$ cat src/rtl/dma4_pkg.sv
package dma4_pkg;
  localparam int NCH     = 4;
  localparam int CHW     = $clog2(NCH);
  localparam int DW      = 8;
  localparam int AW      = 2 * DW;
  localparam int CW      = 14;
  localparam int RAW     = 4;
  localparam int DIR_BIT = AW - 1;
  localparam logic [RAW-1:0] MODE_ADDR = RAW'(8);

  typedef enum logic [2:0] {PH_IDLE, PH_ONE, PH_TWO, PH_THREE, PH_FOUR} phase_t;
endpackage

$ cat src/rtl/dma4_regs.sv
module dma4_regs
  import dma4_pkg::*;
(
  input  logic                    clk,
  input  logic                    rst_n,
  input  logic                    cpu_sel,
  input  logic                    cpu_wr,
  input  logic                    cpu_rd,
  input  logic [RAW-1:0]          cpu_addr,
  input  logic [DW-1:0]           cpu_wdata,
  output logic [DW-1:0]           cpu_rdata,
  input  logic                    upd,
  input  logic [CHW-1:0]          upd_ch,
  output logic [NCH-1:0][AW-1:0]  addr_q,
  output logic [NCH-1:0][AW-1:0]  cnt_q,
  output logic [NCH-1:0]          en_q,
  output logic                    rot_q
);
  logic [NCH-1:0] stat_q;
  logic           ptr_hi;
  logic [AW-1:0]  word;

  wire            win     = ~cpu_addr[RAW-1];
  wire            ch_acc  = cpu_sel & (cpu_wr | cpu_rd) & win;
  wire            ch_wr   = cpu_sel & cpu_wr & win;
  wire            mode_wr = cpu_sel & cpu_wr & (cpu_addr == MODE_ADDR);
  wire            stat_rd = cpu_sel & cpu_rd & (cpu_addr == MODE_ADDR);
  wire [CHW-1:0]  sel_ch  = cpu_addr[CHW:1];
  wire            upd_tc  = upd & (cnt_q[upd_ch][CW-1:0] == '0);

  always_ff @(posedge clk or negedge rst_n) begin
    if (!rst_n) begin
      addr_q <= '0;
      cnt_q  <= '0;
      en_q   <= '0;
      rot_q  <= 1'b0;
      stat_q <= '0;
      ptr_hi <= 1'b0;
    end else begin
      if (ch_acc) ptr_hi <= ~ptr_hi;
      if (ch_wr) begin
        if (cpu_addr[0]) begin
          if (ptr_hi) cnt_q[sel_ch][AW-1:DW] <= cpu_wdata;
          else        cnt_q[sel_ch][DW-1:0]  <= cpu_wdata;
        end else begin
          if (ptr_hi) addr_q[sel_ch][AW-1:DW] <= cpu_wdata;
          else        addr_q[sel_ch][DW-1:0]  <= cpu_wdata;
        end
      end
      if (mode_wr) begin
        ptr_hi <= 1'b0;
        en_q   <= cpu_wdata[NCH-1:0];
        rot_q  <= cpu_wdata[NCH];
      end
      if (stat_rd) stat_q <= '0;
      if (upd) begin
        addr_q[upd_ch]          <= addr_q[upd_ch] + 1'b1;
        cnt_q[upd_ch][CW-1:0]   <= cnt_q[upd_ch][CW-1:0] - 1'b1;
        if (upd_tc) begin
          stat_q[upd_ch] <= 1'b1;
          en_q[upd_ch]   <= 1'b0;
        end
      end
    end
  end

  always_comb begin
    cpu_rdata = '0;
    word      = cpu_addr[0] ? cnt_q[sel_ch] : addr_q[sel_ch];
    if (win)
      cpu_rdata = ptr_hi ? word[AW-1:DW] : word[DW-1:0];
    else if (cpu_addr == MODE_ADDR)
      cpu_rdata = {{(DW-NCH){1'b0}}, stat_q};
  end
endmodule

$ cat src/rtl/dma4_arb.sv
module dma4_arb
  import dma4_pkg::*;
(
  input  logic [NCH-1:0] req,
  input  logic           rot,
  input  logic [CHW-1:0] last,
  output logic           gnt_v,
  output logic [CHW-1:0] gnt_idx
);
  logic [CHW-1:0] base;
  logic [CHW-1:0] idx;

  always_comb begin
    base    = rot ? last : CHW'(NCH - 1);
    gnt_v   = 1'b0;
    gnt_idx = '0;
    idx     = '0;
    for (int i = 1; i <= NCH; i++) begin
      idx = CHW'((int'(base) + i) % NCH);
      if (!gnt_v && req[idx]) begin
        gnt_v   = 1'b1;
        gnt_idx = idx;
      end
    end
  end
endmodule

$ cat src/rtl/dma4_seq.sv
module dma4_seq
  import dma4_pkg::*;
(
  input  logic           clk,
  input  logic           rst_n,
  input  logic [NCH-1:0] dreq,
  input  logic [NCH-1:0] en,
  input  logic           rot,
  input  logic           cnt_zero,
  input  logic           ready,
  input  logic           hold_ack,
  output logic           hold_req,
  output logic [NCH-1:0] dack,
  output logic           strobe_on,
  output logic           busy,
  output logic           upd,
  output logic           tc,
  output logic [CHW-1:0] cur_ch
);
  phase_t         ph;
  logic [CHW-1:0] rr_q;
  logic [NCH-1:0] en_eff;
  logic [CHW-1:0] last_eff;
  logic           gnt_v;
  logic [CHW-1:0] gnt_idx;

  wire in_four = (ph == PH_FOUR);

  always_comb begin
    en_eff   = en;
    last_eff = rr_q;
    if (in_four) begin
      last_eff = cur_ch;
      if (cnt_zero) en_eff[cur_ch] = 1'b0;
    end
  end

  dma4_arb i_arb (
    .req     (dreq & en_eff),
    .rot     (rot),
    .last    (last_eff),
    .gnt_v   (gnt_v),
    .gnt_idx (gnt_idx)
  );

  always_ff @(posedge clk or negedge rst_n) begin
    if (!rst_n) begin
      ph       <= PH_IDLE;
      rr_q     <= CHW'(NCH - 1);
      cur_ch   <= '0;
      hold_req <= 1'b0;
    end else begin
      case (ph)
        PH_IDLE: begin
          hold_req <= gnt_v;
          if (hold_req && hold_ack && gnt_v) begin
            ph     <= PH_ONE;
            cur_ch <= gnt_idx;
          end
        end
        PH_ONE:   ph <= PH_TWO;
        PH_TWO:   ph <= PH_THREE;
        PH_THREE: if (ready) ph <= PH_FOUR;
        PH_FOUR: begin
          rr_q     <= cur_ch;
          hold_req <= gnt_v;
          if (gnt_v && hold_ack) begin
            ph     <= PH_ONE;
            cur_ch <= gnt_idx;
          end else begin
            ph <= PH_IDLE;
          end
        end
        default: ph <= PH_IDLE;
      endcase
    end
  end

  assign busy      = (ph != PH_IDLE);
  assign dack      = busy ? (NCH'(1) << cur_ch) : '0;
  assign strobe_on = (ph == PH_TWO) || (ph == PH_THREE);
  assign upd       = in_four;
  assign tc        = in_four && cnt_zero;
endmodule

$ cat src/rtl/dma4_ctrl.sv
module dma4_ctrl
  import dma4_pkg::*;
(
  input  logic           clk,
  input  logic           rst_n,
  input  logic           cpu_sel,
  input  logic           cpu_wr,
  input  logic           cpu_rd,
  input  logic [RAW-1:0] cpu_addr,
  input  logic [DW-1:0]  cpu_wdata,
  output logic [DW-1:0]  cpu_rdata,
  input  logic [NCH-1:0] dreq,
  output logic [NCH-1:0] dack,
  output logic           hold_req,
  input  logic           hold_ack,
  input  logic           ready,
  output logic           mem_rd,
  output logic           mem_wr,
  output logic           io_rd,
  output logic           io_wr,
  output logic [AW-1:0]  dma_addr,
  output logic           tc
);
  logic [NCH-1:0][AW-1:0] addr_q;
  logic [NCH-1:0][AW-1:0] cnt_q;
  logic [NCH-1:0]         en_q;
  logic                   rot_q;
  logic                   upd;
  logic                   strobe_on;
  logic                   busy;
  logic [CHW-1:0]         cur_ch;

  wire [AW-1:0] cur_cnt  = cnt_q[cur_ch];
  wire          cnt_zero = (cur_cnt[CW-1:0] == '0);
  wire          dir_rd   = cur_cnt[DIR_BIT];

  dma4_regs i_regs (
    .clk       (clk),
    .rst_n     (rst_n),
    .cpu_sel   (cpu_sel),
    .cpu_wr    (cpu_wr),
    .cpu_rd    (cpu_rd),
    .cpu_addr  (cpu_addr),
    .cpu_wdata (cpu_wdata),
    .cpu_rdata (cpu_rdata),
    .upd       (upd),
    .upd_ch    (cur_ch),
    .addr_q    (addr_q),
    .cnt_q     (cnt_q),
    .en_q      (en_q),
    .rot_q     (rot_q)
  );

  dma4_seq i_seq (
    .clk       (clk),
    .rst_n     (rst_n),
    .dreq      (dreq),
    .en        (en_q),
    .rot       (rot_q),
    .cnt_zero  (cnt_zero),
    .ready     (ready),
    .hold_ack  (hold_ack),
    .hold_req  (hold_req),
    .dack      (dack),
    .strobe_on (strobe_on),
    .busy      (busy),
    .upd       (upd),
    .tc        (tc),
    .cur_ch    (cur_ch)
  );

  assign mem_rd   = strobe_on &  dir_rd;
  assign io_wr    = strobe_on &  dir_rd;
  assign io_rd    = strobe_on & ~dir_rd;
  assign mem_wr   = strobe_on & ~dir_rd;
  assign dma_addr = busy ? addr_q[cur_ch] : '0;
endmodule

$ cat config.mk
export PLATFORM = sky130hd
export DESIGN_NAME = dma4_ctrl
export DESIGN_NICKNAME = d
export VERILOG_FILES = /design/src/rtl/dma4_pkg.sv /design/src/rtl/dma4_regs.sv /design/src/rtl/dma4_arb.sv /design/src/rtl/dma4_seq.sv /design/src/rtl/dma4_ctrl.sv
export SDC_FILE = /design/constraint.sdc
export NUM_CORES = 1
export LEC_CHECK = 0
export BUFFER_PORTS_ARGS = -buffer_cell sky130_fd_sc_hd__buf_2
export CAP_MARGIN = 20
export CORE_UTILIZATION = 40
export DETAILED_ROUTE_END_ITERATION = 8
export GPL_ROUTABILITY_DRIVEN = 0
export GPL_TIMING_DRIVEN = 0
export SYNTH_ARGS = -nofsm -noshare
export SYNTH_HDL_FRONTEND = slang
export SYNTH_SLANG_ARGS = --single-unit
export TNS_END_PERCENT = 5
$ cat constraint.sdc
create_clock -name clk -period 3.6 [get_ports clk]
set_clock_uncertainty 0.2 [all_clocks]
set_input_delay 0.72 -clock clk [delete_from_list [all_inputs] [get_ports clk]]
set_output_delay 0.72 -clock clk [all_outputs]
set_load 0.01 [all_outputs]
After elaboration in Yosys (flattened, before gate mapping)

Index checks and enable logic that the tools add are counted.

Flip-flop bits (word level): 146
Input port bits: 23
Word-level logic and storage cells: 152

$add $sub $neg: 6
$lt $le $gt $ge: 8
Equal/unequal tests: 8
Shift-type cells: 1
Multiplexer cells: 73
Bitwise logic cells: 19
Reduce and logical (&&, ||, !) cells: 21

Operator list:

| cell                  | count |
|---|---|
| $mux 64               | 8 |
| $bwmux 64             | 6 |
| $bmux 16 s2           | 4 |
| $demux 16 s2          | 4 |
| $mux 16               | 8 |
| $mux 4                | 10 |
| $mux 8                | 3 |
| $lt 2x3->1 const B    | 6 |
| $add 16x1->16 const B | 1 |
| $mux 2                | 8 |
| $pmux 3 s5            | 1 |
| $logic_not 14->1      | 1 |
| $mux 14               | 1 |
| $sub 14x1->14 const B | 1 |
| $and 4x4->4           | 3 |
| $mux 1                | 12 |
| $and 1x1->1           | 10 |
| $logic_and 1x1->1     | 9 |
| $bmux 1 s2            | 4 |
| $eq 3x2->1 const B    | 2 |
| $mux 3                | 2 |
| $add 2x1->2 const B   | 2 |
| $add 2x2->2 const B   | 2 |
| $eq 4x4->1 const B    | 1 |
| 20 further kinds      | 27 |

Depth between registers and ports, before layout

Depth after elaboration: 24
Mapped depth: 14
Mapped depth without buffers: 10

Cells and area by module

A second synthesis with hierarchy kept.

Cells, all modules: 847
Area, all modules: 10035.9 sq um

By module, submodules not included:

| module    | times used | cells an instance | area each (sq um) | seq. area each (sq um) |
|---|---|---|---|---|
| dma4_regs | 1          | 718               | 8764.7            | 3453.3 |
| dma4_ctrl | 1          | 65                | 691.9             | 0.0 |
| dma4_seq  | 1          | 41                | 435.4             | 202.7 |
| dma4_arb  | 1          | 23                | 143.9             | 0.0 |

Worst setup path after synthesis

No wires, ideal clock.

Path kind: input to output
Start point: input cpu_addr[1]
End point: output cpu_rdata[3]
Data arrival time: 2.713 ns
Required time: 2.680 ns
Slack: -0.033 ns
Cell stages on the path: 6
Buffers on the path: 2
Path through: clkbuf_1 buf_1 mux4_2 mux4_2 inv_1 o21ai_0

Longest elaborated chain between the ends: 5
Elaborated cells between the ends (all ways): 9
Classes of those cells: eq/ne (1); mux (8)

Ends and longest elaborated chain:

| item                          | RTL line        | text |
|---|---|---|
| start: declaration            | dma4_ctrl.sv:9  | `input logic [RAW-1:0] cpu_addr,` |
| $bmux 16 s2                   | dma4_regs.sv:69 | `word = cpu_addr[0] ? cnt_q[sel_ch] : addr_q[sel_ch];` |
| $mux 16 (implied by the code) | dma4_regs.sv:69 |  |
| $mux 16                       | dma4_regs.sv:69 |  |
| $mux 8                        | dma4_regs.sv:71 | `cpu_rdata = ptr_hi ? word[AW-1:DW] : word[DW-1:0];` |
| $mux 8 (*)                    | dma4_regs.sv:70 | `if (win)` |
| end: declaration              | dma4_ctrl.sv:11 | `output logic [DW-1:0] cpu_rdata,` |

Mark *: on every way between the ends. The rest lies on a longest branch, timed or not. The select of a mux whose other input is x is not followed.

Worst setup path after layout

Start point: register i_seq.cur_ch[0]
End point: output tc

Longest elaborated chain between the ends: 4

Ends and longest elaborated chain:

| item                     | RTL line        | text |
|---|---|---|
| start: declaration       | dma4_seq.sv:18  | `output logic [CHW-1:0] cur_ch` |
| start signal: assignment | dma4_seq.sv:58  | `cur_ch <= gnt_idx;` |
| start signal: assignment | dma4_seq.sv:69  | `cur_ch <= gnt_idx;` |
| $bmux 16 s2              | dma4_ctrl.sv:33 | `wire [AW-1:0] cur_cnt = cnt_q[cur_ch];` |
| $mux 16                  | -               |  |
| $logic_not 14->1         | -               |  |
| $logic_and 1x1->1        | dma4_seq.sv:83  | `assign tc = in_four && cnt_zero;` |
| end: declaration         | dma4_ctrl.sv:22 | `output logic tc` |

No other way between the ends. The select of a mux whose other input is x is not followed.

==> results_dict.tcl <==
set metrics [dict create \
    outcome "complete, but fails checks" \
    violations "hold timing, setup timing" \
    path_buf_inv 5 \
    clockBufferDepth 2 \
    switching_power_w 0.004221 \
    syn_area_per_cell_um2 10.57 \
    post-place-ws_ns -0.9034 \
    synth_edf_count 0 \
    cp_top_family "buffers and inverters" \
    worstPathRequired_ns 2.68 \
    finalCritPeriodShare_pct 100.7 \
    min-delay-path-class "primary input to asynchronous set/reset pin" \
    route.detailed.drc 0 \
    crit_arrival_ns 2.70 \
    async_flop_share_pct 100.0 \
    finalNetCount 1032 \
    clock.fmax_ghz 0.2759 \
    fp.dieArea_um2 24770 \
    cts_hold_buf 0 \
    drive_above_1_share_pct 29.99 \
    cts.sinks 146 \
    grt_pass1_vias 7892 \
    layout_setup_ws_ns -0.02499 \
    antenna_left 0 \
    path_common_cell "buf_12" \
    core_area_um2 23540 \
    antenna_found_initial 0 \
    endpoint_kind "primary output" \
    max_stage_delay_ns 0.54 \
    syn_inst 914 \
    synth_warnings 0 \
    peakVddDrop_uv 350.5 \
    cp_cell_sequence "buf_8 > buf_12 > buf_12 > mux4_2 > inv_2 > ha_4 > and2_4 > o2bb2ai_4 > and3_4 > nand2_4 > nor2_2 > buf_2" \
    synthFlopType "dfrtp_1" \
    synthTopCellsByArea "dfrtp_1, mux4_2, mux2_2" \
    p_per_area_nw_per_um2 918.0 \
    cap_viol_max_count 0 \
    clkLatencyLatePin_ns 0.43 \
    viasPerCell 6.227 \
    cp_slowest_cell "mux4_2" \
    h-tree-depth 4 \
    slew_headroom_pct 17.80 \
    synth_area_um2 9658 \
    finalSetupTns_ns -0.02499 \
    path_max_fanout 6 \
    die_w_um 157.4 \
    power.share.clock_pct 19.1 \
    post-dp-hpwl_um 23040 \
    grt_usage_pct 28.73 \
    io_buffers 53 \
    hold_viol 3 \
    yosys.area.top_type "dfrtp_1" \
    finalCriticalPeriod_ns 3.625 \
    synth_top_cell_area_share_pct 37.31 \
    vias 8325 \
    syn-num-nets 940 \
    cts_tree "done" \
    clockRootBuffer "clkbuf_16" \
    num_rows 56 \
    cp-start-kind "flip-flop" \
    criticalPathCategory "flip-flop to primary output" \
    rsz0062_at_grt "true" \
    initial_core_util_pct 41.02 \
    cts_buffers 17 \
    wl_per_cell_um 25.63 \
    clkSlewWorstSetupHoldPaths_ns 0.06 \
    drt_iter0_markers 825 \
    ys_ff_latch 146 \
    worst_slew_pin_slew_ns 1.228 \
    chipHeight_um 157.4 \
    worst_hold_slack_ns -0.009294 \
    grt_overflow_total 0 \
    internal-power_w 0.006192 \
    finalSetupViolations 1 \
    power_frac_seq_pct 26.8 \
    grt_pass1_wl_um 50870 \
    syn_to_final_growth_pct 17.44 \
    grt_max_degree 99 \
    p_sw_share_pct 40.53 \
    p_leak_nw 4.645 \
    drt-total-wl_um 34270 \
    ys_seq_area_share_pct 37.85 \
    first_pass_iters 7 \
    synth.distinct_cells 61 \
    timing.final.max_slew_violations 0 \
    combPwrFrac_pct 54.1 \
    ioPinCount 57 \
]
==> timing repair <==
item	in CTS	in global routing
buffers inserted	16	3
endpoints found under the setup margin	61	4
gates resized for setup	53	9
pin swaps	3	3
gates cloned	0	0
==> power by group through the flow <==
| stage | sequential, W | combinational (W) | clock (W) |
|---|---|---|---|
| 2_1_floorplan | 0.00265 | 0.00374 | 0 |
| 5_1_grt | 0.00288 | 0.00605 | 0.00206 |
| 4_1_cts | 0.00277 | 0.00546 | 0.00199 |
| 3_3_place_gp | 0.00276 | 0.00505 | 0 |
| 6_report | 0.00279 | 0.00563 | 0.00199 |
| 3_5_place_dp | 0.00279 | 0.00508 | 0 |
==> final cells by class <==
| class | instances | area [µm²] |
|---|---|---|
| fill | 2204 | 12200 |
| multi-input combinational | 681 | 5667 |
| sequential | 146 | 3656 |
| timing repair buffer | 75 | 480.5 |
| clock buffer | 20 | 456.7 |
| buffer | 70 | 442.9 |
| tap | 319 | 399.1 |
| clock inverter | 10 | 181.4 |
| inverter | 15 | 56.30 |
| antenna | 1 | 2.502 |
==> cells by family (layout without fill, tap and decap cells) <==
logic type,Yosys count,after routing,synth area share (%)
AOI/OAI and AO/OA,187,187,11.61
xor gates and xnor gates,27,27,2.449
adders and majority gates,3,3,0.3887
buffers and inverters,87,190,4.042
DFF,146,146,37.85
muxes,191,191,29.94
other,0,1,0
and+or+nand+nor,273,273,13.72
==> metal layers <==
metal  part of all wire [%]  GRT usage (%)  up-vias
met2                     44          42.37      510
met1                     42          40.68     4202
li1                       -              -     3527
met5                      0              0        -
met3                    9.8          6.112       86
met4                    3.9          12.30        0
==> cell usage after synthesis, types with 9 or more instances <==
library cell and count:
and2_1 9, nor2b_1 46, mux4_2 70, nand2_1 98
a21oi_1 57, nand3_1 14, inv_1 12, o21ai_0 26
mux2i_1 38, dfrtp_1 144, clkbuf_1 50, xnor2_1 12
a211oi_1 23, xor2_1 15, o21ai_1 49, nor3_1 14
nor2_1 63, mux2_2 83
==> sequential cells by signal, indices dropped and copies added, names as in the netlist, named ones only <==
signal and flops:
i_regs.stat_q 4, i_regs.cnt_q 56, i_seq.cur_ch 2, i_seq.ph 3, i_regs.ptr_hi 1, i_regs.addr_q 64, i_regs.en_q 4, i_regs.rot_q 1
i_seq.hold_req 1, i_seq.rr_q 2
==> through the flow <==
| stage | power, W | utilization (%) | hold slack (ns) | instance area, µm² | cells |
|---|---|---|---|---|---|
| after floorplan | 0.006386 | - | 0.2244 | 9661 | 914 |
| after global placement | 0.007811 | 43.86 | 0.2760 | 10320 | 1286 |
| after detailed placement | 0.007862 | 44.05 | 0.2813 | 10370 | 1288 |
| after CTS | 0.01022 | 47.89 | 0.002100 | 11270 | 1333 |
| after global routing | 0.01099 | 48.17 | 0.02156 | 11340 | 1336 |
| final | 0.01041 | 48.18 | -0.009294 | 11340 | 1337 |
==> path summary, 6_finish.rpt <==
kind                            slack [ns]                end  cells after the start        startpoint
worst max-delay path                 -0.02                 tc                     12   i_seq.cur_ch[0]
worst min-delay path                -0.009  i_regs.addr_q[30]                      1             rst_n
worst max register to register        0.09        i_seq.ph[0]                     15   i_seq.cur_ch[0]
worst min register to register        0.29   i_regs.stat_q[2]                      1  i_regs.stat_q[2]
max in group asynchronous             2.32  i_regs.addr_q[24]                      2             rst_n
min in group clk                      0.29   i_regs.stat_q[2]                      1  i_regs.stat_q[2]
==> cell usage in the layout, fill, tap and decap left out, types with 45 or more instances in the layout <==
| master | synthesis | layout |
|---|---|---|
| a21oi_1 | 57 | 57 |
| nor2b_1 | 46 | 46 |
| nor2_1 | 63 | 61 |
| mux2_2 | 83 | 83 |
| mux4_2 | 70 | 70 |
| dfrtp_1 | 144 | 144 |
| o21ai_1 | 49 | 49 |
| nand2_1 | 98 | 97 |
| clkbuf_1 | 50 | 45 |
| buf_2 | 6 | 53 |
No activity file was read; power rests on OpenSTA's default activity.
